===== src/rtl/pa_pkg.sv =====
package pa_pkg;
  typedef enum logic [1:0] {
    SEQ_IDLE = 2'd0,
    SEQ_WAIT = 2'd1,
    SEQ_FIN  = 2'd2
  } seq_state_e;
endpackage


===== src/rtl/pa_seq.sv =====
module pa_seq
  import pa_pkg::*;
(
  input  logic clk,
  input  logic rst_n,
  input  logic req,
  output logic accept,
  output logic fin
);
  seq_state_e state_q, state_d;

  assign accept = req && (state_q == SEQ_IDLE);
  assign fin    = (state_q == SEQ_FIN);

  always_comb begin
    state_d = state_q;
    unique case (state_q)
      SEQ_IDLE: if (req) state_d = SEQ_WAIT;
      SEQ_WAIT: state_d = SEQ_FIN;
      SEQ_FIN:  state_d = SEQ_IDLE;
      default:  state_d = SEQ_IDLE;
    endcase
  end

  always_ff @(posedge clk or negedge rst_n) begin
    if (!rst_n) state_q <= SEQ_IDLE;
    else        state_q <= state_d;
  end

  // completion exactly two edges after acceptance
  assert_done_latency_R2: assert property (@(posedge clk) disable iff (!rst_n)
    accept |=> ##1 fin);
  // every completion traces back to exactly one accepted command
  assert_fin_has_cmd_R7: assert property (@(posedge clk) disable iff (!rst_n)
    fin |-> $past(accept, 2));
endmodule


===== src/rtl/pa_lowest.sv =====
module pa_lowest #(
  parameter int N     = 32,
  parameter int IDX_W = $clog2(N)
) (
  input  logic [N-1:0]     vec,
  output logic             found,
  output logic [IDX_W-1:0] idx
);
  always_comb begin
    found = 1'b0;
    idx   = '0;
    for (int i = N - 1; i >= 0; i--) begin
      if (vec[i]) begin
        found = 1'b1;
        idx   = IDX_W'(i);
      end
    end
  end
endmodule


===== src/rtl/pa_popcount.sv =====
module pa_popcount #(
  parameter int N     = 32,
  parameter int CNT_W = $clog2(N + 1)
) (
  input  logic [N-1:0]     vec,
  output logic [CNT_W-1:0] cnt
);
  always_comb begin
    cnt = '0;
    for (int i = 0; i < N; i++) cnt = cnt + CNT_W'(vec[i]);
  end
endmodule


===== src/rtl/pa_free_map.sv =====
module pa_free_map #(
  parameter int N     = 32,
  parameter int IDX_W = $clog2(N)
) (
  input  logic             clk,
  input  logic             rst_n,
  input  logic             grant_en,
  input  logic [IDX_W-1:0] grant_idx,
  input  logic             rel_en,
  input  logic [IDX_W-1:0] rel_idx,
  output logic [N-1:0]     free_map
);
  logic [N-1:0] map_q, map_d;
  logic         rel_ok;

  assign rel_ok   = rel_en && !map_q[rel_idx];
  assign free_map = map_q;

  always_comb begin
    map_d = map_q;
    if (grant_en) map_d[grant_idx] = 1'b0;
    if (rel_ok)   map_d[rel_idx]   = 1'b1;
  end

  always_ff @(posedge clk or negedge rst_n) begin
    if (!rst_n) map_q <= '1;
    else        map_q <= map_d;
  end

  // a granted slot must be free when granted, and gone afterwards
  assert_grant_free_R3: assert property (@(posedge clk) disable iff (!rst_n)
    grant_en |-> map_q[grant_idx]);
  assert_grant_taken_R3: assert property (@(posedge clk) disable iff (!rst_n)
    grant_en |=> !map_q[$past(grant_idx)]);
  // releasing an allocated slot frees it
  assert_release_frees_R8: assert property (@(posedge clk) disable iff (!rst_n)
    (rel_en && !map_q[rel_idx]) |=> map_q[$past(rel_idx)]);
endmodule


===== src/rtl/pkt_slot_alloc.sv =====
module pkt_slot_alloc #(
  parameter int NUM_SLOTS = 32,
  localparam int IDX_W    = $clog2(NUM_SLOTS),
  localparam int CNT_W    = $clog2(NUM_SLOTS + 1),
  localparam int WORD_W   = IDX_W + 1
) (
  input  logic              clk,
  input  logic              rst_n,
  input  logic              alloc_req,
  input  logic              done_ack,
  input  logic              rel_valid,
  input  logic [IDX_W-1:0]  rel_slot,
  output logic [WORD_W-1:0] result_word,
  output logic              alloc_done,
  output logic [CNT_W-1:0]  free_count
);
  logic [1:0]           rst_sync_q;
  logic                 rst_i_n;
  logic                 accept, fin, found, grant_en;
  logic [IDX_W-1:0]     low_idx;
  logic [NUM_SLOTS-1:0] free_map;
  logic [WORD_W-1:0]    word_q, word_d;
  logic                 done_q, done_d;

  always_ff @(posedge clk or negedge rst_n) begin
    if (!rst_n) rst_sync_q <= 2'b00;
    else        rst_sync_q <= {rst_sync_q[0], 1'b1};
  end
  assign rst_i_n = rst_sync_q[1];

  pa_seq i_seq (
    .clk(clk), .rst_n(rst_i_n), .req(alloc_req), .accept(accept), .fin(fin)
  );

  pa_lowest #(.N(NUM_SLOTS), .IDX_W(IDX_W)) i_lowest (
    .vec(free_map), .found(found), .idx(low_idx)
  );

  assign grant_en = fin && found;

  pa_free_map #(.N(NUM_SLOTS), .IDX_W(IDX_W)) i_map (
    .clk(clk), .rst_n(rst_i_n), .grant_en(grant_en), .grant_idx(low_idx),
    .rel_en(rel_valid), .rel_idx(rel_slot), .free_map(free_map)
  );

  pa_popcount #(.N(NUM_SLOTS), .CNT_W(CNT_W)) i_pop (
    .vec(free_map), .cnt(free_count)
  );

  always_comb begin
    word_d = word_q;
    done_d = done_q;
    if (done_ack) done_d = 1'b0;
    if (fin) begin
      done_d = 1'b1;
      word_d = found ? {1'b0, low_idx} : {1'b1, {IDX_W{1'b0}}};
    end
  end

  always_ff @(posedge clk or negedge rst_i_n) begin
    if (!rst_i_n) begin
      word_q <= '0;
      done_q <= 1'b0;
    end else begin
      word_q <= word_d;
      done_q <= done_d;
    end
  end

  assign result_word = word_q;
  assign alloc_done  = done_q;

  // a failed result carries a zero number field
  assert_fail_zero_R5: assert property (@(posedge clk) disable iff (!rst_i_n)
    result_word[IDX_W] |-> (result_word[IDX_W-1:0] == '0));
  // done is sticky without an acknowledge
  assert_done_sticky_R6: assert property (@(posedge clk) disable iff (!rst_i_n)
    (alloc_done && !done_ack) |=> alloc_done);
  // the result only moves on a completion
  assert_result_hold_R10: assert property (@(posedge clk) disable iff (!rst_i_n)
    !fin |=> $stable(result_word));
endmodule


===== config.mk =====
export PLATFORM = sky130hd
export DESIGN_NAME = pkt_slot_alloc
export DESIGN_NICKNAME = d
export VERILOG_FILES = /design/src/rtl/pa_pkg.sv /design/src/rtl/pa_seq.sv /design/src/rtl/pa_lowest.sv /design/src/rtl/pa_popcount.sv /design/src/rtl/pa_free_map.sv /design/src/rtl/pkt_slot_alloc.sv
export SDC_FILE = /design/constraint.sdc
export NUM_CORES = 1
export LEC_CHECK = 0
export BUFFER_PORTS_ARGS = -buffer_cell sky130_fd_sc_hd__buf_2
export CAP_MARGIN = 20
export CORE_ASPECT_RATIO = 1.4
export CORE_UTILIZATION = 25
export CTS_CLUSTER_SIZE = 25
export DETAILED_ROUTE_END_ITERATION = 12
export HOLD_SLACK_MARGIN = 0.12
export PLACE_DENSITY = 0.39
export SLEW_MARGIN = 20
export SYNTH_ARGS = -nofsm -noshare
export SYNTH_HDL_FRONTEND = slang
export SYNTH_SLANG_ARGS = --single-unit

===== constraint.sdc =====
create_clock -name clk -period 12.17 [get_ports clk]
set_input_delay 0.6085 -clock clk [delete_from_list [all_inputs] [get_ports clk]]
set_output_delay 0.6085 -clock clk [all_outputs]
set_load 0.02 [all_outputs]

### Yosys cells after proc, flatten, opt, wreduce, memory -nomap -nowiden

Cells that the tools add are included.

| storage, ports and cells | value |
|---|---|
| register bits after elaboration | 43 |

| operators by class | value |
|---|---|
| $add $sub $neg | 31 |
| bitwise operators | 3 |
| multiplexer cells | 77 |
| eq/ne operators | 3 |
| order comparisons | 4 |
| reduce and logical (&&, ||, !) cells | 7 |

Operators with widths:

| cell | number |
|---|---|
| adder 6 x 1 -> 6 bit | 30 |
| 2-to-1 mux 5 bit | 32 |
| 2-to-1 mux 32 bit | 2 |
| 2-to-1 mux 1 bit | 37 |
| AND 32 bit | 1 |
| inverter 32 bit | 1 |
| bitwise OR 32 bit | 1 |
| < comparator 5 x 6 -> 1 bit, second input constant | 2 |
| demux 1 bit (select 5 bit) | 2 |
| greater-or-equal comparator 5 x 1 -> 1 bit, second input constant | 2 |
| 2-to-1 mux 6 bit | 1 |
| binary-select mux 1 bit (select 5 bit) | 1 |
| logical AND 1 bit | 4 |
| one-hot mux 2 bit (2 select lines) | 1 |
| adder 1 x 1 -> 2 bit | 1 |
| == test 2 x 1 -> 1 bit, second input constant | 1 |
| == test 2 bit, second input constant | 1 |
| logical NOT 2 bit | 1 |
| 2-to-1 mux 2 bit | 1 |
| inequality test 2 bit, second input constant | 1 |
| nonzero test 2 bit | 1 |
| logical NOT 1 bit | 1 |

### Logic depth before layout (Yosys ltp)

Gate-level depths: netlist (run 1).

| depth | value |
|---|---|
| depth after elaboration | 41 |
| gate-level depth with buffers | 16 |
| mapped depth without buffers | 16 |

### Cells and area by module

A second synthesis (run 1) with hierarchy kept.

| unflattened totals | value |
|---|---|
| cells, all modules | 347 |
| area, all modules | 3120.5 um2 |

Modules (own cells, without submodules):

| module | cells an instance | area an instance (um2) | instances |
|---|---|---|---|
| pa_free_map | 156 | 1500.2 | 1 |
| pa_popcount | 90 | 833.3 | 1 |
| pa_lowest | 65 | 370.4 | 1 |
| pkt_slot_alloc | 30 | 336.6 | 1 |
| pa_seq | 6 | 80.1 | 1 |

### Worst setup path before layout (run 1)

Ideal clock, no wire load.

| timing | value |
|---|---|
| kind | flip-flop to output port |
| start point | reg i_map.map_q[0] (netlist: i_map.free_map[0]) |
| end point | out free_count[4] |
| arrival | 5.134 ns |
| setup slack | 6.428 ns |
| data required time | 11.561 ns |
| cell stages (with the launch flop) | 15 |
| path through | dfstp_2 -> ha_1 -> inv_1 -> fa_1 -> fa_1 -> fa_1 -> fa_1 -> fa_1 -> fa_1 -> inv_1 -> fa_1 -> fa_1 -> a21o_1 -> a21oi_1 -> xnor2_1 |

| on the way | value |
|---|---|
| longest elaborated chain between the ends | 31 |

Ends and longest elaborated chain:

| element | line | RTL |
|---|---|---|
| from (decl) | pa_free_map.sv:13 | `logic [N-1:0] map_q, map_d;` |
| from (signal assigned) | pa_free_map.sv:27 | `else map_q <= map_d;` |
| adder 1 x 1 -> 2 bit | pa_popcount.sv:10 | `for (int i = 0; i < N; i++) cnt = cnt + CNT_W'(vec[i]);` |
| adder 6 x 1 -> 6 bit (30 in a row) | pa_popcount.sv:10 |  |
| to (decl) | pkt_slot_alloc.sv:15 | `output logic [CNT_W-1:0] free_count` |

Every way passes these cells.

### Worst setup path in the final report (run 1)

Ends and elaborated chain as after synthesis.

==> results of run 1 <==
## routing by layer
layer / track usage / up-vias / part of all wire
met5: 0 / - / 0
met4: 0.0721 / 0 / 0.029
met3: 0.0166 / 21 / 0.035
met2: 0.315 / 89 / 0.53
met1: 0.208 / 1429 / 0.40
li1: - / 1268 / -
## Yosys cell counts (2+ instances only)
master,count
nor4_1,10
a211oi_1,4
buf_2,2
fa_1,24
o2bb2ai_1,2
mux4_2,5
nand3b_1,3
nand4_1,2
nor2b_1,6
o22ai_1,19
or3_1,7
or4_4,2
or4_1,7
nand2_1,19
o31ai_1,11
a21o_1,4
o21ai_0,19
nor2_1,13
xnor2_1,2
nand3_1,5
a21oi_1,9
clkbuf_1,12
inv_1,46
o311ai_0,2
o2111ai_1,3
dfrtp_1,11
nor3_1,19
ha_1,8
a41oi_1,2
nand2b_1,7
dfstp_2,32
## final cells by class
| class | count | area [µm²] |
|---|---|---|
| clock inverter | 3 | 23.8 |
| clock buffer | 5 | 125 |
| inverter | 46 | 173 |
| sequential | 43 | 1120 |
| multi-input combinational | 234 | 1950 |
| tap | 153 | 191 |
| timing repair buffer | 25 | 135 |
| fill | 1384 | 9160 |
## flip-flops by register name, indices dropped and copies added, names as in the netlist
name            count
i_seq.state_q       2
rst_sync_q          2
result_word         6
i_map.free_map     32
alloc_done          1
## critical path, stage by stage, from the launching register on
cell and delay (ns):
dfstp_2 0.61, ha_1 0.25, inv_1 0.07, fa_1 0.45, fa_1 0.55, fa_1 0.45, fa_1 0.54, fa_1 0.44
fa_1 0.50, inv_1 0.05, fa_1 0.40, fa_1 0.42, a21o_1 0.19, a21oi_1 0.17, xnor2_1 0.14, buf_2 0.18
## power breakdown
| part | internal [mW] | leakage [nW] | switching [mW] | total, mW |
|---|---|---|---|---|
| registers | 0.173 | 0.475 | 0.0304 | 0.204 |
| logic | 0.324 | 0.981 | 0.521 | 0.845 |
| clock network | 0.0768 | 0.0664 | 0.0619 | 0.139 |
| total | 0.574 | 1.52 | 0.614 | 1.19 |
## per-stage QoR
stage | util | setup WS (ns) | hold WS, ns
2_1_floorplan | - | 6.43 | 0.313
3_3_place_gp | 0.276 | 6.17 | 0.337
3_5_place_dp | 0.276 | 6.15 | 0.342
4_1_cts | 0.289 | 5.80 | 0.357
5_1_grt | 0.289 | 5.58 | 0.379
6_report | 0.289 | 5.85 | 0.354
## path summary, 6_finish.rpt
check,end,cells past startpoint
worst max-delay path,free_count[4],15
worst min-delay path,rst_sync_q[1],0
worst max register to register,i_map.free_map[20],7
worst min register to register,rst_sync_q[1],0
max in group asynchronous,result_word[3],0
min in group asynchronous,result_word[1],0
## cell families (layout without fill, tap and decap cells)
group	after synthesis	in the layout	synth area share
other	1	1	0.00114
flip-flops	43	43	0.339
buffers and inverters	60	79	0.0691
AO/OA/AOI/OAI	86	86	0.178
AND/OR/NAND/NOR	106	106	0.187
adder cells (fa/ha/maj)	32	32	0.176
XOR/XNOR	3	3	0.00797
multiplexers	6	6	0.0421
==> flow_summary_export.csv, run 1 <==
group,metric,value,unit
run_status,status,"finished clean",
route,first_pass_iters,5,
floorplanning,dieArea,13700,µm²
flow_run,cap_violations,0,
grt,grt_overflow,0,
power_and_ir_drop,power.leakage,1.52,nW
cells_and_area,final_area,3720,µm²
route,drt-total-wl,10800,µm
floorplanning,die_h,138,µm
power_and_ir_drop,vdd_drop_max,581,µV
timing,fin_crit,6.32,ns
synthesis,syn_area_per_cell,9.78,µm²
timing,final_hold_viol_count,0,
synthesis,async_flop_share,1.00,
timing,setup_violations,0,
floorplanning,io_pins,23,
worst_setup_path,path_class,"register to output pin",
cells_and_area,area_delta_synth_final,12.8,%
hold_path,hold_start,"rst_sync_q[0]",
route,wl_per_cell,21.2,µm
clocking,holdBufCountCts,1,
clocking,cts_buffer_depth,2,
timing,relSlewSlack,0.384,
clocking,cts_buffers,5,
clocking,path_clk_slew,0.07,ns
route,drc_errors,0,
worst_setup_path,worstPathArrival,5.71,ns
cells_and_area,antennaDiodeCount,0,
timing,skew,0.00733,ns
clocking,cts_resized,0,
timing,fmax,158,MHz
synthesis,ys_types,51,
timing,fin_tns_setup,0,ns
synthesis,synth_edf_count,0,
worst_setup_path,ff2ff_setup_slack,9.57,ns
floorplanning,initial_utilization,0.256,
cells_and_area,final_common_cell,"inv_1",
synthesis,syn_inst,337,
clocking,postCtsSetupBuffers,0,
synthesis,synth-warning-count,0,
timing,finalMaxSlewViolations,0,
worst_setup_path,worstSetupStartpoint,"i_map.free_map[0]",
worst_setup_path,worstSetupStartpointType,"register",
synthesis,synth_area_leaders,"dfstp_2 26%, fa_1 15%, dfrtp_1 8.4%",
placed_design,place_area,3560,µm²
cells_and_area,layout.nets,397,
power_and_ir_drop,power,1.19,mW
route,via_per_inst,5.51,
route,vias,2807,
worst_setup_path,critPathRequiredTime,11.56,ns
worst_setup_path,r2r-start,"i_map.free_map[25]",
synthesis,synth_seq_cells,43,
clocking,cts_tree,"done",
synthesis,synth_seq_area_share,0.339,
placed_design,placedCellCount,500,
hold_path,hp-class,"register to register",
grt,grt_first_pass_wirelength,17200,µm
synthesis,synth_top_area_frac,0.255,
timing,fin_crit_sh,0.519,
synthesis,synth_top_cell_by_area,"dfstp_2",
floorplanning,row_count,49,
worst_setup_path,cp-end-kind,"output pin",
floorplanning,coreArea,12900,µm²
timing,rsz0062_at_grt,"false",
cells_and_area,layout_common_cells,"46 x inv_1, 32 x dfstp_2, 24 x fa_1",
grt,grtUsageTotal,0.173,
clocking,clockRootBuffer,"clkbuf_16",
cells_and_area,stdcell_count,509,
clocking,clock-sinks,43,
clocking,htreeDepth,2,
cells_and_area,drive_gt1_frac,0.219,
placed_design,io_buffer_count,22,
synthesis,synth_nets,379,
worst_setup_path,worstPathMaxFanout,9,
placed_design,gp_congestion,0.866,
route,initialDrtViolationCount,214,
power_and_ir_drop,power_density,319,nW/µm²
placed_design,hpwlAfterDp,8370,µm
grt,grt_max_degree,42,
synthesis,ys.flop_type,"dfstp_2",
grt,antenna_found_initial,0,
floorplanning,dieWidth,99.0,µm
synthesis,netlist_area,3300,µm²
route,ant_nets,0,
timing,tightest_slew,0.925,ns
clocking,clk-insertion-delay-late,0.30,ns
grt,grt_pass1_vias,2897,
Power figures use the tool's default switching activity.
==> run 2: changes to the inputs <==
- ABC_AREA: unset -> 1
- clock period: 12.17 -> 6.3 ns (I/O delays scaled with it)
==> flow_summary_export.csv, run 2 <==
group,metric,value,unit
floorplanning,die_h,138,µm
timing,fin_crit,5.90,ns
route,first_pass_iters,5,
grt,grtUsageTotal,0.163,
cells_and_area,layout_common_cells,"147 x nand2_1, 72 x inv_1, 38 x nor2_1",
hold_path,hp-class,"input port to register",
cells_and_area,final_area,3750,µm²
timing,finalMaxSlewViolations,0,
power_and_ir_drop,vdd_drop_max,907,µV
grt,grt_first_pass_wirelength,16700,µm
cells_and_area,drive_gt1_frac,0.148,
synthesis,synth_seq_cells,43,
timing,fmax,170,MHz
clocking,cts_buffers,5,
worst_setup_path,cp-end-kind,"output pin",
timing,setup_violations,0,
worst_setup_path,worstSetupStartpointType,"register",
worst_setup_path,worstPathArrival,5.58,ns
synthesis,synth_area_leaders,"dfstp_2 25%, nand2_1 17%, fa_1 15%",
timing,rsz0062_at_grt,"false",
synthesis,ys.flop_type,"dfstp_2",
route,wl_met1,4560,µm
synthesis,syn_area_per_cell,7.52,µm²
worst_setup_path,crit_chain,"ha_1 > inv_1 > fa_1 > fa_1 > fa_1 > fa_1 > fa_1 > fa_1 > inv_1 > fa_1 > fa_1 > a21oi_1 > nor2_1 > nor2_1 > xnor2_1 > buf_2",
placed_design,gp_congestion,0.826,
synthesis,synth_top_area_frac,0.255,
floorplanning,dieWidth,99.1,µm
placed_design,place_area,3580,µm²
worst_setup_path,worstPathMaxFanout,4,
synthesis,netlist_area,3300,µm²
placed_design,io_buffer_count,22,
placed_design,placedCellCount,609,
flow_run,cap_violations,0,
timing,final_hold_viol_count,0,
timing,relSlewSlack,0.335,
cells_and_area,fill_cells,1439,
timing,fin_tns_setup,0,ns
route,drc_errors,0,
route,highest_layer,"met4",
synthesis,synth_seq_area_share,0.338,
grt,antenna_found_initial,0,
grt,grt_pass1_vias,2924,
floorplanning,coreArea,12900,µm²
synthesis,syn_inst,439,
synthesis,async_flop_share,1.00,
synthesis,synth_top_cell_by_area,"dfstp_2",
worst_setup_path,slowest_delay,0.55,ns
cells_and_area,area_delta_synth_final,13.5,%
grt,grt_overflow,0,
route,initialDrtViolationCount,164,
timing,fin_crit_sh,0.936,
floorplanning,row_count,49,
cells_and_area,antennaDiodeCount,0,
synthesis,ys_types,36,
clocking,path_clk_slew,0.06,ns
worst_setup_path,critPathRequiredTime,5.98,ns
clocking,clk-insertion-delay-late,0.29,ns
cells_and_area,stdcell_count,618,
synthesis,ys_top_cells_by_count,"147 x nand2_1, 72 x inv_1, 38 x nor2_1",
clocking,cts_buffer_depth,2,
route,wl_per_cell,17.1,µm
route,ant_nets,0,
floorplanning,dieArea,13700,µm²
placed_design,hpwlAfterDp,8170,µm
worst_setup_path,critPathSlowestCell,"dfstp_2",
power_and_ir_drop,power_density,465,nW/µm²
cells_and_area,final_common_cell,"nand2_1",
clocking,cts_tree,"done",
clocking,clock-sinks,43,
worst_setup_path,timing.critical_path.mode_cell,"fa_1",
clocking,htreeDepth,2,
timing,tightest_slew,0.994,ns
clocking,postCtsSetupBuffers,0,
route,via_per_inst,4.70,
synthesis,synth-warning-count,0,
power_and_ir_drop,power.leakage,1.81,nW
route,wl_met2,5310,µm
clocking,clockRootBuffer,"clkbuf_16",
synthesis,synth_edf_count,0,
cells_and_area,largest_register_ffs,32,
timing,skew,0.00320,ns
floorplanning,initial_utilization,0.257,
clocking,holdBufCountCts,1,
synthesis,yosysMostFrequentCell,"nand2_1",
clocking,cts_resized,0,
grt,grt_max_degree,42,
cells_and_area,layout.nets,506,
floorplanning,io_pins,23,
route,route.met3.wl,317,µm
route,vias,2904,
worst_setup_path,path_class,"register to output pin",
run_status,status,"finished clean",
synthesis,synth_nets,481,
route,drt-total-wl,10500,µm
==> run 2: cell count changes after synthesis, moves of 7 or more <==
| cell | previous run | this run |
|---|---|---|
| inv_1 | 46 | 72 |
| clkbuf_1 | 12 | 0 |
| nand4_1 | 2 | 16 |
| nor4_1 | 10 | 1 |
| or4_1 | 7 | 0 |
| or3_1 | 7 | 0 |
| nand3_1 | 5 | 20 |
| nand2_1 | 19 | 147 |
| nand2b_1 | 7 | 0 |
| nor2_1 | 13 | 38 |
| o22ai_1 | 19 | 11 |
| o31ai_1 | 11 | 1 |
| nor3_1 | 19 | 10 |
==> run 2: cells by family after synthesis <==
logic type	Yosys count	synth area share
buffers and inverters	80	0.0955
adder cells (fa/ha/maj)	32	0.176
AND/OR/NAND/NOR	236	0.299
other	1	0.00114
XOR/XNOR	3	0.00796
flip-flops	43	0.338
AO/OA/AOI/OAI	44	0.0830
==> run 2: power by group <==
group / switching [mW] / internal (mW)
clock: 0.108 / 0.169
sequential: 0.0350 / 0.330
combinational: 0.718 / 0.385
==> run 2: final timing paths <==
| check | start | end | slack [ns] | cells past startpoint |
|---|---|---|---|---|
| max | i_map.free_map[1] | free_count[4] | 0.40 | 16 |
| min | done_ack | alloc_done | 0.23 | 2 |
| max reg2reg | i_map.free_map[29] | i_map.free_map[1] | 3.35 | 16 |
| min reg2reg | rst_sync_q[0] | rst_sync_q[1] | 0.36 | 0 |
| max in group asynchronous | rst_sync_q[1] | result_word[3] | 5.29 | 0 |
| min in group asynchronous | rst_n | rst_sync_q[0] | 0.33 | 2 |
==> run 2: critical path, delay by kind of cell (launching register included) <==
| kind | cells | cell delay (ns) |
|---|---|---|
| adders and majority gates | 9 | 3.97 |
| DFF | 1 | 0.55 |
| buffers and inverters | 3 | 0.31 |
| and+or+nand+nor | 2 | 0.17 |
| AOI/OAI and AO/OA | 1 | 0.16 |
| xor gates and xnor gates | 1 | 0.13 |
==> run 2: area by class of cell <==
class | count | area (µm²) | area share
repair buffers | 24 | 128 | 0.0340
flip-flops and latches | 43 | 1120 | 0.298
well taps | 153 | 191 | 0.0511
clock buffers | 8 | 156 | 0.0417
inverters | 74 | 278 | 0.0741
multi-input cells | 316 | 1880 | 0.501
==> run 2: per-stage QoR <==
step           setup slack, ns   util  power [mW]  hold WS [ns]
4_1_cts                  0.375  0.291        1.79         0.212
3_5_place_dp             0.706  0.278        1.49         0.101
5_1_grt                  0.105  0.291        1.92         0.256
6_report                 0.404  0.291        1.74         0.226
2_1_floorplan            0.965      -        1.19        0.0194
3_3_place_gp             0.732  0.278        1.49        0.0999
==> run 2: per-layer routing <==
metal	GRT usage	vias to the layer above
li1	-	1441
met1	0.208	1377
met2	0.277	64
met3	0.0187	22
met4	0.0728	0
met5	0	-
